## config.mk

```make
export PLATFORM = sky130hd
export DESIGN_NAME = sram_async_ctrl
export DESIGN_NICKNAME = d
export VERILOG_FILES = /design/src/rtl/sram_ctrl_pkg.sv /design/src/rtl/sram_cyc_timer.sv /design/src/rtl/sram_seq.sv /design/src/rtl/sram_lanes.sv /design/src/rtl/sram_async_ctrl.sv
export SDC_FILE = /design/constraint.sdc
export NUM_CORES = 1
export LEC_CHECK = 0
export ABC_AREA = 1
export BUFFER_PORTS_ARGS = -buffer_cell sky130_fd_sc_hd__buf_2
export CORE_MARGIN = 3
export CORE_UTILIZATION = 40
export DETAILED_ROUTE_END_ITERATION = 8
export PLACE_DENSITY = 0.68
export SLEW_MARGIN = 20
export SYNTH_ARGS = -nofsm -noshare
export SYNTH_HDL_FRONTEND = slang
export SYNTH_HIERARCHICAL = 1
export SYNTH_SLANG_ARGS = --single-unit
```

## constraint.sdc

```tcl
create_clock -name clk -period 3.04 [get_ports clk]
set_input_delay 0.456 -clock clk [delete_from_list [all_inputs] [get_ports clk]]
set_output_delay 0.456 -clock clk [all_outputs]
set_load 0.1 [all_outputs]
```

## src/rtl/sram_ctrl_pkg.sv

```systemverilog
`timescale 1ns/1ps
package sram_ctrl_pkg;

    // Round a nanosecond window up to whole clock cycles, never below one.
    function automatic int ns_to_cycles(input int ns, input int period_ns);
        int c;
        c = (ns + period_ns - 1) / period_ns;
        if (c < 1) begin
            c = 1;
        end
        return c;
    endfunction

    function automatic int imax(input int a, input int b);
        return (a > b) ? a : b;
    endfunction

    typedef enum logic [2:0] {
        ST_IDLE,
        ST_WSETUP,
        ST_WPULSE,
        ST_WHOLD,
        ST_RACC,
        ST_RTURN
    } seq_state_t;

    // Control pins shared by all lanes.
    typedef struct packed {
        logic sel_n;
        logic sel;
        logic we_n;
        logic oe_n;
        logic drive;
        logic lanes_on;
    } strobe_t;

    localparam strobe_t STROBE_IDLE = '{sel_n: 1'b1, sel: 1'b0, we_n: 1'b1,
                                        oe_n: 1'b1, drive: 1'b0, lanes_on: 1'b0};

    function automatic strobe_t strobes_for(input seq_state_t s);
        strobe_t r;
        r = STROBE_IDLE;
        case (s)
            ST_WSETUP, ST_WHOLD: begin
                r.sel_n    = 1'b0;
                r.sel      = 1'b1;
                r.lanes_on = 1'b1;
            end
            ST_WPULSE: begin
                r.sel_n    = 1'b0;
                r.sel      = 1'b1;
                r.lanes_on = 1'b1;
                r.we_n     = 1'b0;
                r.drive    = 1'b1;
            end
            ST_RACC: begin
                r.sel_n    = 1'b0;
                r.sel      = 1'b1;
                r.lanes_on = 1'b1;
                r.oe_n     = 1'b0;
            end
            default: r = STROBE_IDLE;
        endcase
        return r;
    endfunction

endpackage

```

## src/rtl/sram_cyc_timer.sv

```systemverilog
`timescale 1ns/1ps
module sram_cyc_timer #(
    parameter int CW = 4
) (
    input  logic          clk,
    input  logic          rst,
    input  logic          load,
    input  logic [CW-1:0] load_val,
    output logic          expired
);
    logic [CW-1:0] cnt;

    always_ff @(posedge clk) begin
        if (rst) begin
            cnt <= '0;
        end else if (load) begin
            cnt <= load_val;
        end else if (cnt != '0) begin
            cnt <= cnt - CW'(1);
        end
    end

    assign expired = (cnt == '0);
endmodule

```

## src/rtl/sram_seq.sv

```systemverilog
`timescale 1ns/1ps
module sram_seq
    import sram_ctrl_pkg::*;
#(
    parameter int CLK_NS    = 8,
    parameter int T_WC_NS   = 45,
    parameter int T_PWE_NS  = 35,
    parameter int T_SD_NS   = 25,
    parameter int T_RC_NS   = 45,
    parameter int T_AA_NS   = 45,
    parameter int T_DOE_NS  = 22,
    parameter int T_HZOE_NS = 18
) (
    input  logic    clk,
    input  logic    rst,
    input  logic    req,
    input  logic    req_wr,
    input  logic    req_any_lane,
    output logic    accept,
    output logic    capture,
    output logic    lanes_on_nxt,
    output strobe_t strobes_q,
    output logic    ack_q
);
    localparam int PULSE_CYC = imax(ns_to_cycles(T_PWE_NS, CLK_NS),
                                    ns_to_cycles(T_SD_NS, CLK_NS));
    localparam int WC_CYC    = ns_to_cycles(T_WC_NS, CLK_NS);
    localparam int HOLD_CYC  = imax(1, WC_CYC - 1 - PULSE_CYC);
    localparam int ACC_CYC   = imax(imax(ns_to_cycles(T_RC_NS, CLK_NS),
                                         ns_to_cycles(T_AA_NS, CLK_NS)),
                                    ns_to_cycles(T_DOE_NS, CLK_NS));
    localparam int TURN_CYC  = ns_to_cycles(T_HZOE_NS, CLK_NS);
    localparam int MAX_CYC   = imax(imax(PULSE_CYC, HOLD_CYC), imax(ACC_CYC, TURN_CYC));
    localparam int CW        = $clog2(MAX_CYC + 1);

    seq_state_t    st, nxt;
    logic          ld, fin, expired;
    logic [CW-1:0] ld_val;
    strobe_t       strobes_nxt;

    sram_cyc_timer #(.CW(CW)) u_timer (
        .clk      (clk),
        .rst      (rst),
        .load     (ld),
        .load_val (ld_val),
        .expired  (expired)
    );

    always_comb begin
        nxt     = st;
        ld      = 1'b0;
        ld_val  = '0;
        fin     = 1'b0;
        capture = 1'b0;
        accept  = (st == ST_IDLE) && req && !ack_q;
        case (st)
            ST_IDLE: begin
                if (accept) begin
                    if (req_wr) begin
                        if (!req_any_lane) begin
                            fin = 1'b1;
                        end else begin
                            nxt = ST_WSETUP;
                        end
                    end else begin
                        nxt    = ST_RACC;
                        ld     = 1'b1;
                        ld_val = CW'(ACC_CYC - 1);
                    end
                end
            end
            ST_WSETUP: begin
                nxt    = ST_WPULSE;
                ld     = 1'b1;
                ld_val = CW'(PULSE_CYC - 1);
            end
            ST_WPULSE: begin
                if (expired) begin
                    nxt    = ST_WHOLD;
                    ld     = 1'b1;
                    ld_val = CW'(HOLD_CYC - 1);
                end
            end
            ST_WHOLD: begin
                if (expired) begin
                    nxt = ST_IDLE;
                    fin = 1'b1;
                end
            end
            ST_RACC: begin
                if (expired) begin
                    nxt     = ST_RTURN;
                    ld      = 1'b1;
                    ld_val  = CW'(TURN_CYC - 1);
                    fin     = 1'b1;
                    capture = 1'b1;
                end
            end
            ST_RTURN: begin
                if (expired) begin
                    nxt = ST_IDLE;
                end
            end
            default: nxt = ST_IDLE;
        endcase
    end

    assign strobes_nxt  = strobes_for(nxt);
    assign lanes_on_nxt = strobes_nxt.lanes_on;

    always_ff @(posedge clk) begin
        if (rst) begin
            st        <= ST_IDLE;
            strobes_q <= STROBE_IDLE;
            ack_q     <= 1'b0;
        end else begin
            st        <= nxt;
            strobes_q <= strobes_nxt;
            ack_q     <= fin;
        end
    end
endmodule

```

## src/rtl/sram_lanes.sv

```systemverilog
`timescale 1ns/1ps
module sram_lanes #(
    parameter int LANES = 2,
    localparam int DW   = 8 * LANES
) (
    input  logic             clk,
    input  logic             rst,
    input  logic             accept,
    input  logic             capture,
    input  logic             lanes_on_nxt,
    input  logic [LANES-1:0] req_mask,
    input  logic [DW-1:0]    req_wdata,
    input  logic [DW-1:0]    dq_i,
    output logic [LANES-1:0] be_n,
    output logic [DW-1:0]    wdata,
    output logic [DW-1:0]    rdata
);
    for (genvar g = 0; g < LANES; g++) begin : g_lane
        logic       mask_q, be_n_q, sel_bit;
        logic [7:0] wd_q, rd_q;

        // The incoming mask applies in the accept cycle, the held one after.
        assign sel_bit = accept ? req_mask[g] : mask_q;

        always_ff @(posedge clk) begin
            if (rst) begin
                mask_q <= 1'b0;
                be_n_q <= 1'b1;
                wd_q   <= 8'h00;
                rd_q   <= 8'h00;
            end else begin
                be_n_q <= ~(lanes_on_nxt & sel_bit);
                if (accept) begin
                    mask_q <= req_mask[g];
                    wd_q   <= req_wdata[g*8 +: 8];
                end
                if (capture) begin
                    rd_q <= mask_q ? dq_i[g*8 +: 8] : 8'h00;
                end
            end
        end

        assign be_n[g]         = be_n_q;
        assign wdata[g*8 +: 8] = wd_q;
        assign rdata[g*8 +: 8] = rd_q;
    end
endmodule

```

## src/rtl/sram_async_ctrl.sv

```systemverilog
`timescale 1ns/1ps
module sram_async_ctrl
    import sram_ctrl_pkg::*;
#(
    parameter int ADDR_W    = 19,
    parameter int LANES     = 2,
    parameter int CLK_NS    = 8,
    parameter int T_WC_NS   = 45,
    parameter int T_PWE_NS  = 35,
    parameter int T_SD_NS   = 25,
    parameter int T_RC_NS   = 45,
    parameter int T_AA_NS   = 45,
    parameter int T_DOE_NS  = 22,
    parameter int T_HZOE_NS = 18,
    localparam int DW       = 8 * LANES
) (
    input  logic              clk,
    input  logic              rst,
    input  logic              req_i,
    input  logic              req_wr_i,
    input  logic [ADDR_W-1:0] req_addr_i,
    input  logic [DW-1:0]     req_wdata_i,
    input  logic [LANES-1:0]  req_mask_i,
    output logic              ack_o,
    output logic [DW-1:0]     rdata_o,
    output logic [ADDR_W-1:0] sram_addr_o,
    output logic              sram_ce_n_o,
    output logic              sram_ce_o,
    output logic              sram_we_n_o,
    output logic              sram_oe_n_o,
    output logic [LANES-1:0]  sram_be_n_o,
    output logic [DW-1:0]     sram_dq_o,
    output logic              sram_dq_oe_o,
    input  logic [DW-1:0]     sram_dq_i
);
    logic              accept, capture, lanes_on_nxt;
    strobe_t           strobes;
    logic [ADDR_W-1:0] addr_q;

    sram_seq #(
        .CLK_NS    (CLK_NS),
        .T_WC_NS   (T_WC_NS),
        .T_PWE_NS  (T_PWE_NS),
        .T_SD_NS   (T_SD_NS),
        .T_RC_NS   (T_RC_NS),
        .T_AA_NS   (T_AA_NS),
        .T_DOE_NS  (T_DOE_NS),
        .T_HZOE_NS (T_HZOE_NS)
    ) u_seq (
        .clk          (clk),
        .rst          (rst),
        .req          (req_i),
        .req_wr       (req_wr_i),
        .req_any_lane (|req_mask_i),
        .accept       (accept),
        .capture      (capture),
        .lanes_on_nxt (lanes_on_nxt),
        .strobes_q    (strobes),
        .ack_q        (ack_o)
    );

    sram_lanes #(.LANES(LANES)) u_lanes (
        .clk          (clk),
        .rst          (rst),
        .accept       (accept),
        .capture      (capture),
        .lanes_on_nxt (lanes_on_nxt),
        .req_mask     (req_mask_i),
        .req_wdata    (req_wdata_i),
        .dq_i         (sram_dq_i),
        .be_n         (sram_be_n_o),
        .wdata        (sram_dq_o),
        .rdata        (rdata_o)
    );

    always_ff @(posedge clk) begin
        if (rst) begin
            addr_q <= '0;
        end else if (accept) begin
            addr_q <= req_addr_i;
        end
    end

    assign sram_addr_o  = addr_q;
    assign sram_ce_n_o  = strobes.sel_n;
    assign sram_ce_o    = strobes.sel;
    assign sram_we_n_o  = strobes.we_n;
    assign sram_oe_n_o  = strobes.oe_n;
    assign sram_dq_oe_o = strobes.drive;
endmodule

```

* Yosys cells after proc, flatten, opt, wreduce, memory -nomap -nowiden *
Index checks and enable logic that the tools add are counted.
W data, S select, Z words.

operators by class
  equal/unequal tests = 9
  multiplexer cells = 31
  add/sub/neg operators = 1
  reduce and logical (&&, ||, !) cells = 12
  bitwise logic cells = 4

operator list
  operator               number
  $mux W3                10
  $mux W8                2
  $pmux W3 S5            1
  $mux W1                13
  $eq A3 B2 Y1 const B   4
  $eq A3 B3 Y1 const B   3
  $pmux W3 S3            1
  $reduce_or A2 Y1       4
  $eq A3 B1 Y1 const B   2
  $logic_not A3 Y1       2
  $mux W2                2
  $reduce_or A4 Y1       1
  $pmux W1 S3            1
  $reduce_bool A3 Y1     1
  $sub A3 B1 Y3 const B  1
  $and A1 B1 Y1          2
  $logic_and A1 B1 Y1    2
  $not A1 Y1             2
  $pmux W1 S2            1
  $reduce_bool A2 Y1     1
  $logic_not A1 Y1       1

word-level totals
  output and inout port bits = 59
  bits of input ports = 57
  register bits = 67
  logic and storage cells = 74

* Logic depth before layout (Yosys ltp) *
Gate-level depths: netlist of run 1.

  depth in word-level cells = 10
  gate-level depth with buffers = 13
  depth with buffers taken out = 13

* Cells and area by module *
Netlist of run 1, hierarchy kept.

modules (own cells, without submodules)
  module           area each (um2)  cells an instance  seq. area each (um2)  instances
  sram_lanes       1398.8           158                720.7                 1
  sram_async_ctrl  793.3            121                380.4                 1
  sram_seq         514.2            74                 180.2                 1
  sram_cyc_timer   198.9            28                 60.1                  1

* Worst setup path before layout of run 1 *
OpenSTA, ideal clock, no wires.

  path kind = reg2reg
  start = register u_seq.ack_q
  end = register u_seq.u_timer.cnt[1]
  library setup time = 0.114 ns
  period minus slack after synthesis = 1.972 ns
  arrival = 1.858 ns
  stages on the path, launching flop included = 10
  path buffers = 0
  data required time = 2.926 ns
  slack = 1.068 ns
  path through = dfxtp_1 > nor2_1 > nand3_2 > nor2_4 > inv_1 > nand3_1 > inv_2 > nand3_2 > o21bai_1 > nor2_1

between the ends
  cells in the longest elaborated chain, start to end = 5
  elaborated cells between the ends (all ways) = 8
  those cells by class = mux: 5; reduce/logical: 3

RTL lines
  element                                               line                  text
  from (decl)                                           sram_seq.sv:23        output logic ack_q
  from (signal assigned)                                sram_seq.sv:119       ack_q <= fin;
  $logic_not A1 Y1 (*)                                  sram_seq.sv:55        accept = (st == ST_IDLE) && req && !ack_q;
  $logic_and A1 B1 Y1 (*)                               sram_seq.sv:55
  $mux W1 (*)                                           sram_seq.sv:58        if (accept) begin
  $pmux W1 S3 (*)                                       sram_seq.sv:56        case (st)
  net u_seq.ld                                          sram_seq.sv:37        logic ld, fin, expired;
  $mux W3 / $reduce_bool A2 Y1 (equally long branches)  -
  to (signal assigned)                                  sram_cyc_timer.sv:17  cnt <= load_val;
  to (signal assigned)                                  sram_cyc_timer.sv:19  cnt <= cnt - CW'(1);
  to (decl)                                             sram_cyc_timer.sv:11  logic [CW-1:0] cnt;

The timed path passes the listed nets; every way through them passes the cells marked *.
A chain may end at the register's enable or synchronous reset.

* Final worst setup path of run 1 *
  start = register u_seq.u_timer.cnt[0]
  end = register u_lanes.g_lane[1].rd_q[7]

between the ends
  cells in the longest elaborated chain, start to end = 3

RTL lines
  element               line                   text
  $logic_not A3 Y1      sram_cyc_timer.sv:23   assign expired = (cnt == '0);
  net u_seq.expired     sram_seq.sv:37
  $mux W1               sram_seq.sv:91         if (expired) begin
  $mux W1               sram_seq.sv:56
  net capture           sram_async_ctrl.sv:36  logic accept, capture, lanes_on_nxt;
  to (signal assigned)  sram_lanes.sv:38       rd_q <= mask_q ? dq_i[g*8 +: 8] : 8'h00;
  to (decl)             sram_lanes.sv:20       logic [7:0] wd_q, rd_q;

The timed path passes the listed nets, and every way through them passes these cells.

==> results of run 1 <==
## path summary, 6_finish.rpt
kind	startpoint	endpoint	slack, ns
setup / recovery	u_seq/u_timer/cnt[0]$_SDFFE_PP0P_	u_lanes/g_lane[1].rd_q[7]$_SDFFE_PP0P_	1.05
setup reg to reg	u_seq/u_timer/cnt[0]$_SDFFE_PP0P_	u_lanes/g_lane[1].rd_q[7]$_SDFFE_PP0P_	1.05
hold reg to reg	u_lanes/g_lane[1].rd_q[0]$_SDFFE_PP0P_	u_lanes/g_lane[1].rd_q[0]$_SDFFE_PP0P_	0.47
hold / removal	req_wdata_i[9]	u_lanes/g_lane[1].wd_q[1]$_SDFFE_PP0P_	0.35
## kinds of logic (layout without fill, tap and decap cells)
| group | Yosys count | in the layout | share of synthesized area |
|---|---|---|---|
| buffers and inverters | 61 | 175 | 0.124 |
| AOI/OAI and AO/OA | 41 | 41 | 0.0857 |
| and+or+nand+nor | 209 | 209 | 0.317 |
| xor gates and xnor gates | 1 | 1 | 0.00302 |
| adders and majority gates | 2 | 2 | 0.00861 |
| DFF | 67 | 67 | 0.462 |
## state kept, by name, summed over array words and instances (netlist names)
name / flops
u_lanes/g_lane.mask_q: 2
u_seq/ack_q: 1
u_seq/strobes_q: 5
u_seq/u_timer/cnt: 3
u_seq/st: 3
u_lanes/g_lane.rd_q: 16
u_lanes/g_lane.wd_q: 16
u_lanes/g_lane.be_n_q: 2
sram_addr_o: 19
## layout make-up
class / count / share of cell area
timing repair buffer: 118 / 0.163
clock buffer: 12 / 0.0424
sequential: 67 / 0.366
clock inverter: 4 / 0.0198
inverter: 41 / 0.0461
multi-input combinational: 253 / 0.329
tap: 96 / 0.0328
## power groups by stage
| stage | Combinational, mW | Sequential (mW) | Clock, mW |
|---|---|---|---|
| floorplan | 0.721 | 2.03 | 0 |
| global placement | 1.80 | 1.15 | 0 |
| detailed placement | 1.81 | 1.15 | 0 |
| CTS | 1.82 | 1.13 | 0.857 |
| global route | 1.93 | 1.15 | 0.889 |
| finish | 1.81 | 1.13 | 0.828 |
## synth_stat cells, types with 3 or more instances
library cell | instances | area share
dfxtp_1 | 67 | 0.46
nand3_1 | 26 | 0.045
buf_6 | 10 | 0.039
o21ai_0 | 16 | 0.028
nand2_2 | 16 | 0.034
nand4_1 | 3 | 0.0065
a21oi_1 | 11 | 0.019
a21oi_2 | 11 | 0.033
buf_4 | 5 | 0.013
nand2_1 | 69 | 0.089
inv_2 | 6 | 0.0078
inv_1 | 31 | 0.040
nor2_1 | 84 | 0.11
buf_2 | 4 | 0.0069
nand3_2 | 5 | 0.017
## worst reg2reg max path: cells and delay by family, from the launching register on
| kind | cells | cell delay, ns |
|---|---|---|
| DFF | 1 | 0.32 |
| buffers and inverters | 5 | 0.71 |
| and+or+nand+nor | 3 | 0.53 |
| AOI/OAI and AO/OA | 1 | 0.06 |
| adders and majority gates | 1 | 0.22 |
## per-layer routing
metal / share of wire / wire (µm) / global-route usage
met5: 0 / 0 / 0
met4: 0.015 / 102 / 0.0716
met3: 0.052 / 352 / 0.0331
met2: 0.49 / 3280 / 0.273
met1: 0.45 / 3000 / 0.201
## per-stage QoR
stage	power (mW)	utilization
CTS	3.81	0.530
floorplan	2.75	-
detailed placement	2.97	0.497
finish	3.77	0.530
global placement	2.95	0.497
global route	3.97	0.530
## cell usage in the layout (no fill, tap or decap), types with 3 or more instances in the layout
cell type | netlist | layout
buf_2 | 4 | 115
nor2_1 | 84 | 84
nand2_1 | 69 | 69
dfxtp_1 | 67 | 67
inv_1 | 31 | 31
nand3_1 | 26 | 26
nand2_2 | 16 | 16
o21ai_0 | 16 | 16
clkbuf_8 | 0 | 11
a21oi_2 | 11 | 11
a21oi_1 | 11 | 11
inv_2 | 6 | 6
nand3_2 | 5 | 5
buf_4 | 5 | 3
nand4_1 | 3 | 3
==> out/qor.yml, run 1 <==
coreArea_mm2: 0.00691
cts-resized-gates: 0
grt-ovfl-total: 0
cp_num_cells: 10
port_buffers: 115
postCtsSetupBuffers: 0
clockPowerShare: 0.220
synth_ff_type: "dfxtp_1"
synth_edf_count: 0
p_comb_frac: 0.479
ys_async_sr_fraction: 0
drv_slew: 0
p_sw_frac: 0.501
worst-path-max-fanout: 17
holdPathStages: 3
diodes: 0
power_switching_mw: 1.89
htree_levels: 3
r2r_cells: 10
synthCells: 381
p_int_mw: 1.88
crit_slowest_cell: "dfxtp_1"
power_density_mw_per_mm2: 1030
p_leak_nw: 1.87
setup_viol: 0
p_seq_frac: 0.301
drc_errors: 0
crit_path_end_kind: "flop"
crit_required_ns: 3.22
io_pins: 116
cts_tree: "yes"
clock_latency_ns: 0.33
min_path_type: "primary input to flop"
dieArea_mm2: 0.00832
finalSetupTns_ns: 0
antenna_left: 0
ys_warn_count: 6
wl_mm: 6.74
grt_first_pass_wirelength_mm: 11.1
critPathMaxStageDelay_ns: 0.32
start_kind: "flop"
layout_min_cycle_time_ns: 1.99
final_area_mm2: 0.00366
multiInputGateArea_mm2: 0.00120
layout.cells.non_filler: 591
crit_arrival_ns: 2.17
ctsHoldBuffers: 0
relSlewSlack: 0.535
num_vias: 2664
grt_max_degree: 39
die_y_um: 91.2
ys_seq_elements: 67
fillers: 720
cpMostUsedCell: "inv_1"
die_x_um: 91.2
run_status: "finished, final reports clean"
dp_hpwl_mm: 4.96
yosysSeqAreaShare: 0.462
clockRootBuffer: "clkbuf_8"
detailedPlace.worstSlack_ns: 1.08
post-route-period-util: 0.654
synth_cell_types: 27
vias_per_cell: 4.51
drt_first_iter_violations: 61
syn2layout_area_growth_pct: 26.0
skew_ns: 0.00813
hold_ws_ns: 0.348
rsz0062_at_grt: "false"
routedWlPerCell_um: 11.4
dp.cells: 575
cts_buffer_depth: 2
cts_sinks: 67
initial_utilization: 0.421
fin_nets: 549
antenna_found_initial: 0
ir_drop_mv: 0.513
grtUsageTotal: 0.163
grt_pass1_vias: 2488
fin_ws_ns: 1.05
tightestPinTransition_ns: 0.698
ff_latch_area_mm2: 0.00134
cap_violations: 0
place.gp.congestion: 0.777
place_area_mm2: 0.00343
core.rowCount: 30
cp_num_buf_inv: 5
syn_nets: 440
cp_cell_sequence: "inv_1 -> ha_1 -> inv_1 -> nor2_1 -> inv_1 -> nor2_1 -> buf_4 -> clkinv_4 -> nand2_1 -> a21oi_1"
max_clock_freq_mhz: 503
hold_viol_final: 0
path_delay_family: "buffers and inverters"
drive_gt1_frac: 0.364
synth_area_per_cell_um2: 7.63
clkTransAtPathRegs_ns: 0.07
cts_made_buffers: 9
critical_path_class: "flop to flop"
syn_area_mm2: 0.00291
firstDrtPassIters: 4
Note: power is estimated with default switching activity, not from simulation.
==> inputs of run 2 (changes only) <==
PLACE_DENSITY = 0.71   (was 0.68)
clock period = 1.8 ns   (was 3.04 ns; I/O delays follow)
==> out/qor.yml, run 2 (synthesis results as in run 1) <==
worst-path-max-fanout: 6
dp_hpwl_mm: 5.07
rsz0062_at_grt: "false"
antenna_left: 0
p_sw_frac: 0.516
routedWlPerCell_um: 12.0
core.rowCount: 30
run_status: "finished, final reports clean"
multiInputGateArea_mm2: 0.00123
fillers: 705
grt-ovfl-total: 0
cts_tree: "yes"
critical_path_class: "flop to flop"
setup_viol: 0
drt_first_iter_violations: 120
layout.cells.non_filler: 593
drv_slew: 0
fin_nets: 551
die_y_um: 91.2
power_switching_mw: 3.26
place.gp.congestion: 0.986
hold_viol_final: 0
min_path_type: "primary input to flop"
p_seq_frac: 0.304
wl_mm: 7.10
final_area_mm2: 0.00369
tightestPinTransition_ns: 0.502
start_kind: "flop"
postCtsSetupBuffers: 0
drive_gt1_frac: 0.374
firstDrtPassIters: 4
final_cell_mix: "buf_2 (115), nor2_1 (83), nand2_1 (69)"
cap_violations: 0
max_clock_freq_mhz: 608
vias_per_cell: 4.59
clkTransAtPathRegs_ns: 0.07
final_common_cell: "buf_2"
layout_min_cycle_time_ns: 1.65
relSlewSlack: 0.667
diodes: 0
holdPathStages: 3
crit_required_ns: 2.01
crit_path_end_kind: "flop"
post-route-period-util: 0.914
grt_pass1_vias: 2434
grtUsageTotal: 0.168
port_buffers: 115
ff_latch_area_mm2: 0.00134
cts_sinks: 67
cts_buffer_depth: 2
dp.cells: 577
power_density_mw_per_mm2: 1710
r2r_cells: 11
final_util: 0.534
largest_reg_flops: 19
p_int_mw: 3.06
drc_errors: 0
coreArea_mm2: 0.00691
die_x_um: 91.2
antenna_found_initial: 0
clock_latency_ns: 0.33
htree_levels: 3
io_pins: 116
clockRootBuffer: "clkbuf_8"
grt_max_degree: 39
crit_arrival_ns: 1.85
dieArea_mm2: 0.00832
p_leak_nw: 1.87
cts_made_buffers: 9
grt_first_pass_wirelength_mm: 11.4
ir_drop_mv: 0.987
p_comb_frac: 0.501
num_vias: 2723
place_area_mm2: 0.00346
syn2layout_area_growth_pct: 27.0
skew_ns: 0.00872
clockPowerShare: 0.196
ctsHoldBuffers: 0
initial_utilization: 0.421
-- run 2: final timing paths --
kind	startpoint	end	slack (ns)
max reg2reg	u_seq/u_timer/cnt[0]$_SDFFE_PP0P_	u_lanes/g_lane[1].be_n_q$_SDFF_PP1_	0.15
min	req_wdata_i[0]	u_lanes/g_lane[0].wd_q[0]$_SDFFE_PP0P_	0.16
max	u_seq/u_timer/cnt[0]$_SDFFE_PP0P_	u_lanes/g_lane[1].be_n_q$_SDFF_PP1_	0.15
min reg2reg	sram_addr_o[15]$_SDFFE_PP0P_	sram_addr_o[15]$_SDFFE_PP0P_	0.47
-- run 2: routing by layer --
layer	GRT usage	up-vias	routed length [µm]
met4	0.0603	0	74
met1	0.220	1231	3240
met5	0	-	0
li1	-	1396	-
met2	0.258	91	3290
met3	0.0563	5	496
-- run 2: timing repair --
item                                    4_1_cts  5_1_grt
resized for setup                             1        7
endpoints found under the setup margin       18       21
pin swaps                                     0        2
-- run 2: metrics by stage --
stage               worst slack, ns  setup TNS, ns  power, mW  hold slack, ns
global route                 0.0119              0       6.66           0.144
detailed placement          -0.0559         -0.767       5.04           0.457
global placement            -0.0153         -0.182       5.00           0.452
CTS                          0.0170              0       6.29           0.143
floorplan                     0.131              0       4.64           0.332
finish                        0.154              0       6.31           0.161
-- run 2: critical path, stage by stage, from the launching register on --
cell and delay [ns]:
dfxtp_1 0.33, inv_1 0.11, ha_4 0.15, inv_1 0.06, nor2_4 0.17, nand3_1 0.13, nand3_2 0.15, nand4_1 0.14
nand2_2 0.09, nand2_2 0.06, inv_2 0.06, nand3_1 0.08
-- run 2: power groups by stage --
stage / clock (mW) / sequential, mW / combinational, mW
4_1_cts: 1.27 / 1.91 / 3.11
3_5_place_dp: 0 / 1.94 / 3.10
3_3_place_gp: 0 / 1.94 / 3.06
5_1_grt: 1.35 / 1.95 / 3.36
6_report: 1.23 / 1.92 / 3.16
2_1_floorplan: 0 / 3.42 / 1.22
-- run 2: area by class of cell --
class	instances	area share
sequential	67	0.364
multi-input combinational	253	0.333
timing repair buffer	120	0.171
inverter	41	0.0465
clock buffer	12	0.0393
tap	96	0.0326
clock inverter	4	0.0136
